File: config.mk
export PLATFORM = sky130hd
export DESIGN_NAME = lea_unit
export DESIGN_NICKNAME = d
export VERILOG_FILES = /design/src/rtl/lea_pkg.sv /design/src/rtl/lea_decode.sv /design/src/rtl/lea_agen.sv /design/src/rtl/lea_seq.sv /design/src/rtl/lea_unit.sv
export SDC_FILE = /design/constraint.sdc
export NUM_CORES = 1
export LEC_CHECK = 0
export ABC_CLOCK_PERIOD_IN_PS = 5800
export BUFFER_PORTS_ARGS = -buffer_cell sky130_fd_sc_hd__buf_2
export CAP_MARGIN = 25
export CORE_MARGIN = 4
export CORE_UTILIZATION = 40
export DETAILED_ROUTE_END_ITERATION = 7
export GPL_TIMING_DRIVEN = 0
export HOLD_SLACK_MARGIN = 0.08
export PLACE_DENSITY = 0.74
export SYNTH_ARGS = -nofsm -noshare
export SYNTH_HDL_FRONTEND = slang
export SYNTH_SLANG_ARGS = --single-unit
File: constraint.sdc
create_clock -name clk -period 5.8 [get_ports clk]
set_clock_uncertainty 0.15 [all_clocks]
set_input_delay 0.87 -clock clk [delete_from_list [all_inputs] [get_ports clk]]
set_output_delay 0.87 -clock clk [all_outputs]
set_load 0.05 [all_outputs]
File: src/rtl/lea_pkg.sv
package lea_pkg;

    localparam int MODE_W = 4;

    typedef enum logic [MODE_W-1:0] {
        M_CONST   = 4'd0,
        M_ABS     = 4'd1,
        M_REGPTR  = 4'd2,
        M_OFS     = 4'd3,
        M_OFS_UPD = 4'd4,
        M_POST    = 4'd5,
        M_PCREL   = 4'd6,
        M_INDEX   = 4'd7,
        M_DBLIND  = 4'd8
    } mode_e;

    // Operand that supplies the left side of the adder
    typedef enum logic [1:0] {
        LHS_ZERO = 2'd0,
        LHS_BASE = 2'd1,
        LHS_PC   = 2'd2
    } lhs_e;

    // Operand that supplies the right side of the adder
    typedef enum logic [1:0] {
        RHS_NONE = 2'd0,
        RHS_SOFS = 2'd1,
        RHS_ZIMM = 2'd2,
        RHS_IDX  = 2'd3
    } rhs_e;

    typedef enum logic [1:0] {
        S_IDLE  = 2'd0,
        S_ISSUE = 2'd1,
        S_PTR   = 2'd2,
        S_LAST  = 2'd3
    } seq_e;

    typedef struct packed {
        logic known;     // mode code is defined
        logic use_mem;   // operand comes from memory
        logic chase;     // two dependent reads
        logic upd;       // base register update
        logic post;      // access with unmodified base
        lhs_e lhs;
        rhs_e rhs;
    } ctl_t;

    function automatic ctl_t decode_mode(input logic [MODE_W-1:0] code);
        ctl_t c;
        c = '{known: 1'b1, use_mem: 1'b1, chase: 1'b0, upd: 1'b0,
              post: 1'b0, lhs: LHS_BASE, rhs: RHS_NONE};
        case (code)
            M_CONST:   begin c.use_mem = 1'b0; c.lhs = LHS_ZERO; c.rhs = RHS_SOFS; end
            M_ABS:     begin c.lhs = LHS_ZERO; c.rhs = RHS_ZIMM; end
            M_REGPTR:  begin c.rhs = RHS_NONE; end
            M_OFS:     begin c.rhs = RHS_SOFS; end
            M_OFS_UPD: begin c.rhs = RHS_SOFS; c.upd = 1'b1; end
            M_POST:    begin c.rhs = RHS_SOFS; c.upd = 1'b1; c.post = 1'b1; end
            M_PCREL:   begin c.lhs = LHS_PC; c.rhs = RHS_SOFS; end
            M_INDEX:   begin c.rhs = RHS_IDX; end
            M_DBLIND:  begin c.chase = 1'b1; end
            default:   begin
                c.known = 1'b0; c.use_mem = 1'b0; c.lhs = LHS_ZERO;
            end
        endcase
        return c;
    endfunction

endpackage

File: src/rtl/lea_decode.sv
module lea_decode
    import lea_pkg::*;
(
    input  logic [MODE_W-1:0] mode,
    output ctl_t              ctl
);
    always_comb begin
        ctl = decode_mode(mode);
    end
endmodule

File: src/rtl/lea_agen.sv
module lea_agen
    import lea_pkg::*;
#(
    parameter int DATA_W = 32,
    parameter int IMM_W  = 12
) (
    input  ctl_t              ctl,
    input  logic [IMM_W-1:0]  imm,
    input  logic [DATA_W-1:0] base_val,
    input  logic [DATA_W-1:0] index_val,
    input  logic [DATA_W-1:0] pc_val,
    output logic [DATA_W-1:0] acc_addr,
    output logic [DATA_W-1:0] upd_val,
    output logic [DATA_W-1:0] const_val
);
    localparam int EXT_W = DATA_W - IMM_W;

    logic [DATA_W-1:0] sofs, zimm, lhs_v, rhs_v, sum;

    assign sofs = {{EXT_W{imm[IMM_W-1]}}, imm};
    assign zimm = {{EXT_W{1'b0}}, imm};

    always_comb begin
        case (ctl.lhs)
            LHS_BASE: lhs_v = base_val;
            LHS_PC:   lhs_v = pc_val;
            default:  lhs_v = '0;
        endcase
        case (ctl.rhs)
            RHS_SOFS: rhs_v = sofs;
            RHS_ZIMM: rhs_v = zimm;
            RHS_IDX:  rhs_v = index_val;
            default:  rhs_v = '0;
        endcase
    end

    // Sum truncates to DATA_W bits: modulo 2^DATA_W wrap
    assign sum       = lhs_v + rhs_v;
    assign acc_addr  = ctl.post ? lhs_v : sum;
    assign upd_val   = sum;
    assign const_val = sum;
endmodule

File: src/rtl/lea_seq.sv
module lea_seq
    import lea_pkg::*;
#(
    parameter int DATA_W = 32
) (
    input  logic              clk,
    input  logic              rst,
    input  logic              start,
    input  ctl_t              ctl,
    input  logic [DATA_W-1:0] acc_addr,
    input  logic [DATA_W-1:0] upd_val,
    input  logic [DATA_W-1:0] const_val,
    input  logic [DATA_W-1:0] mem_rdata,
    output logic              mem_re,
    output logic [DATA_W-1:0] mem_addr,
    output logic [DATA_W-1:0] result,
    output logic [DATA_W-1:0] wb_addr,
    output logic              wb_en,
    output logic              done,
    output logic              busy
);
    seq_e              state;
    ctl_t              ctl_q;
    logic [DATA_W-1:0] addr_q, upd_q, const_q;

    always_ff @(posedge clk) begin
        if (rst) begin
            state   <= S_IDLE;
            ctl_q   <= '0;
            addr_q  <= '0;
            upd_q   <= '0;
            const_q <= '0;
            result  <= '0;
            wb_addr <= '0;
            wb_en   <= 1'b0;
            done    <= 1'b0;
        end else begin
            done  <= 1'b0;
            wb_en <= 1'b0;
            case (state)
                S_IDLE: begin
                    if (start) begin
                        ctl_q   <= ctl;
                        addr_q  <= acc_addr;
                        upd_q   <= upd_val;
                        const_q <= const_val;
                        state   <= S_ISSUE;
                    end
                end
                S_ISSUE: state <= ctl_q.chase ? S_PTR : S_LAST;
                S_PTR:   state <= S_LAST;
                S_LAST: begin
                    if (!ctl_q.known)
                        result <= '0;
                    else if (ctl_q.use_mem)
                        result <= mem_rdata;
                    else
                        result <= const_q;
                    wb_en   <= ctl_q.known & ctl_q.upd;
                    wb_addr <= upd_q;
                    done    <= 1'b1;
                    state   <= S_IDLE;
                end
                default: state <= S_IDLE;
            endcase
        end
    end

    // Second read of a chase is addressed by the word just returned
    assign mem_re   = (state == S_ISSUE && ctl_q.use_mem) || (state == S_PTR);
    assign mem_addr = (state == S_PTR) ? mem_rdata : addr_q;
    assign busy     = (state != S_IDLE);
endmodule

File: src/rtl/lea_unit.sv
module lea_unit
    import lea_pkg::*;
#(
    parameter int DATA_W = 32,
    parameter int IMM_W  = 12
) (
    input  logic              clk,
    input  logic              rst,
    input  logic              start,
    input  logic [MODE_W-1:0] mode,
    input  logic [IMM_W-1:0]  imm,
    input  logic [DATA_W-1:0] base_val,
    input  logic [DATA_W-1:0] index_val,
    input  logic [DATA_W-1:0] pc_val,
    output logic              mem_re,
    output logic [DATA_W-1:0] mem_addr,
    input  logic [DATA_W-1:0] mem_rdata,
    output logic [DATA_W-1:0] result,
    output logic [DATA_W-1:0] wb_addr,
    output logic              wb_en,
    output logic              done
);
    ctl_t              ctl;
    logic [DATA_W-1:0] acc_addr, upd_val, const_val;
    logic              busy;

    lea_decode u_dec (
        .mode (mode),
        .ctl  (ctl)
    );

    lea_agen #(.DATA_W(DATA_W), .IMM_W(IMM_W)) u_agen (
        .ctl       (ctl),
        .imm       (imm),
        .base_val  (base_val),
        .index_val (index_val),
        .pc_val    (pc_val),
        .acc_addr  (acc_addr),
        .upd_val   (upd_val),
        .const_val (const_val)
    );

    lea_seq #(.DATA_W(DATA_W)) u_seq (
        .clk       (clk),
        .rst       (rst),
        .start     (start),
        .ctl       (ctl),
        .acc_addr  (acc_addr),
        .upd_val   (upd_val),
        .const_val (const_val),
        .mem_rdata (mem_rdata),
        .mem_re    (mem_re),
        .mem_addr  (mem_addr),
        .result    (result),
        .wb_addr   (wb_addr),
        .wb_en     (wb_en),
        .done      (done),
        .busy      (busy)
    );
endmodule

==> impl_metrics.py <==
metrics = {
    "global_route": {
        "grt_start_max_net_pins": 17,
        "gr-total-overflow": 0,
        "first_global_vias": 8417,
        "grtUsageTotal_pct": 24.5,
        "grt_pass1_wl_um": 46300,
        "grt_antenna_before_repair": 0,
    },
    "floorplanning": {
        "io_pins": 246,
        "die_x_um": 153,
        "fp-row-count": 52,
        "fp.coreArea_um2": 20500,
        "fp.dieH_um": 153,
        "dieArea_um2": 23400,
        "start_util_pct": 41.1,
    },
    "logic_synthesis": {
        "seq_area_frac_synth_pct": 32.3,
        "synthFlopType": "dfxtp_1",
        "syn_area_per_cell_um2": 8.08,
        "syn_area_um2": 8420,
        "syn-num-nets": 1228,
        "syn-instance-count": 1042,
        "yosysWarnings": 0,
        "synth-async-reset-ratio_pct": 0,
        "synth_edf_count": 0,
        "post_synth_num_cell_types": 63,
        "ys_ff_latch": 136,
    },
    "power": {
        "design_power_total_w": 0.00357,
        "pwr_density_cell_nw_per_um2": 337,
        "pwr-share-seq_pct": 31.5,
        "worst_ir_drop_vdd_mv": 0.220,
        "clkPwrFrac_pct": 31.6,
        "p_int_w": 0.00219,
        "cellLeakagePower_nw": 4.82,
        "switching_share_pct": 38.9,
        "p_switching_w": 0.00139,
        "p_comb_share_pct": 36.9,
    },
    "cells_and_area": {
        "drive_above_1_share_pct": 28.0,
        "layout_common_cells": "buf_2 (245), nor2_1 (159), dfxtp_1 (136)",
        "n_antenna_cell": 0,
        "design_area_um2": 10600,
        "final_common_cell": "buf_2",
        "nNetsFinal": 1488,
        "area_delta_synth_final_pct": 25.9,
    },
    "critical_path": {
        "crit_arrival_ns": 5.59,
        "setup.worst_path.start": "mode[1]",
        "worstPathRequired_ns": 5.98,
        "cp-endpoint": "u_seq.addr_q[29]",
        "reg2regPathDepth": 8,
        "critPathLaunchType": "primary input",
        "r2r-start": "u_seq.state[1]",
        "r2r-end": "u_seq.const_q[3]",
        "critPathKind": "in -> reg",
        "ff2ff_setup_slack_ns": 3.41,
        "crit_path_max_fanout": 10,
        "endpoint_kind": "register",
    },
    "timing": {
        "finalSetupViolCount": 0,
        "fmax_mhz": 185,
        "min_period_ns": 5.41,
        "relSlewSlack_pct": 48.8,
        "slew_violations": 0,
        "tightest_slew_ns": 0.767,
        "grt_setup_unrepaired": "no",
        "fin_crit_sh_pct": 93.3,
        "hold_violations": 0,
    },
    "clock_tree": {
        "clock_path_buffers": 2,
        "postCtsHoldBufs": 0,
        "numCtsBuffers": 17,
        "htreeDepth": 4,
        "clock_latency_ns": 0.42,
        "cts_sinks": 136,
        "clockRootBuffer": "clkbuf_16",
        "cts_tree": "yes",
        "path_clk_slew_ns": 0.06,
    },
    "placement": {
        "gp_congestion": 0.939,
        "placed_area_um2": 9970,
        "io_buffers": 242,
        "dp_hpwl_um": 24300,
    },
    "routing": {
        "vias": 8671,
        "route.detailed.drc": 0,
        "viasPerCell": 5.47,
        "dr.pass1.iters": 6,
        "drtIter0Drc": 802,
        "antenna_left": 0,
        "routedWlPerCell_um": 18.7,
        "finalWirelength_um": 29700,
    },
    "run": {
        "drv_cap": 0,
    },
    "status": {
        "status": "finished, final reports clean",
    },
    "hold_path": {
        "holdCritPathClass": "reg -> reg",
    },
}
sequential cells by signal, indices dropped and copies added (netlist names):
| name | cells |
|---|---|
| u_seq.done | 1 |
| u_seq.result | 32 |
| u_seq.const_q | 32 |
| u_seq.wb_en | 1 |
| u_seq.state | 2 |
| u_seq.wb_addr | 32 |
| u_seq.ctl_q | 4 |
| u_seq.addr_q | 32 |
worst min-delay path by stage:
| stage | from | end | cells after the start |
|---|---|---|---|
| global placement | u_seq.const_q[31] | u_seq.const_q[31] | 2 |
| floorplan | u_seq.const_q[13] | u_seq.const_q[13] | 2 |
| finish | u_seq.const_q[10] | u_seq.const_q[10] | 2 |
| detailed placement | u_seq.const_q[9] | u_seq.const_q[9] | 2 |
| global route | u_seq.const_q[9] | u_seq.const_q[9] | 2 |
| CTS | u_seq.const_q[9] | u_seq.const_q[9] | 2 |
synthesized netlist by cell type (all sizes together), types with 6 or more instances:
library cell    n  share of area (%)
inv            13               0.58
o21ai          21                1.3
clkbuf         72                3.2
buf             9               0.45
ha             38                5.6
mux2i          37                4.4
nor2          160                7.2
nand2b          6               0.45
nor3           13               0.83
dfxtp         136                 32
a211oi         15                1.5
a22oi          33                2.9
a21oi         106                6.4
a311oi         25                3.0
nand3           9               0.59
xnor2          16                1.7
xor2           11                1.1
a31oi           6               0.45
nand2         117                5.2
mux2           64                8.6
a22o           11                1.1
a21o           28                2.5
nor2b          40                3.0
critical path, cell delays in order:
cell and delay (ns):
clkbuf_1 0.20, nor3_2 0.38, nand2_1 0.20, o21ai_0 0.17, ha_1 0.34, clkbuf_1 0.49
a22oi_1 0.18, nor2_1 0.28, ha_1 0.31, a21oi_1 0.18, nor2b_2 0.07, a311oi_1 0.52
o31ai_2 0.19, a311oi_2 0.34, o31ai_2 0.15, a21oi_1 0.34, xor2_1 0.12, a311oi_1 0.26
per-layer routing:
layer | routed length [µm] | GRT usage [%] | vias up | share of wire (%)
li1 | - | - | 4209 | -
met1 | 13200 | 33.2 | 4035 | 44
met2 | 13400 | 39.9 | 377 | 45
met3 | 2300 | 4.64 | 50 | 7.8
met4 | 748 | 6.92 | 0 | 2.5
met5 | 0 | 0 | - | 0
cell families (layout without fill, tap and decap cells):
kind of cell / Yosys count / count (layout) / synth area share (%)
multiplexers: 101 / 101 / 13.0
buffers and inverters: 94 / 367 / 4.24
AO/OA/AOI/OAI: 265 / 265 / 21.5
AND/OR/NAND/NOR: 380 / 380 / 20.2
adder cells (fa/ha/maj): 39 / 39 / 5.89
XOR/XNOR: 27 / 27 / 2.81
flip-flops: 136 / 136 / 32.3
through the flow:
stage          hold WS [ns]  cells  utilization (%)  TNS [ns]  setup WS [ns]
2_1_floorplan         0.292   1042                -         0          0.972
3_3_place_gp          0.307   1554             48.6     -3.47         -0.308
3_5_place_dp          0.316   1554             48.6     -4.80         -0.369
4_1_cts               0.323   1586             51.7         0         0.0257
5_1_grt               0.345   1585             51.7         0         0.0449
6_report              0.327   1585             51.7         0          0.386
layout make-up:
type,instances,area (µm²)
Sequential cell,136,2720
Buffer,80,309
Tap cell,270,338
Clock inverter,10,141
Timing Repair Buffer,242,1210
Inverter,13,48.8
Multi-Input combinational cell,812,5340
Fill cell,1936,9900
Clock buffer,22,484
power by group through the flow:
| stage | Sequential [W] | Clock [W] | Combinational [W] |
|---|---|---|---|
| 4_1_cts | 0.00112 | 0.00113 | 0.00131 |
| 2_1_floorplan | 0.00111 | 0 | 0.000963 |
| 6_report | 0.00113 | 0.00113 | 0.00132 |
| 3_3_place_gp | 0.00114 | 0 | 0.00130 |
| 3_5_place_dp | 0.00114 | 0 | 0.00130 |
| 5_1_grt | 0.00113 | 0.00117 | 0.00141 |
what timing repair did:
action,4_1_cts,5_1_grt
resized for setup,0,9
setup endpoints to repair,0,31
buffers inserted,0,0
No activity file was read; power rests on OpenSTA's default activity.
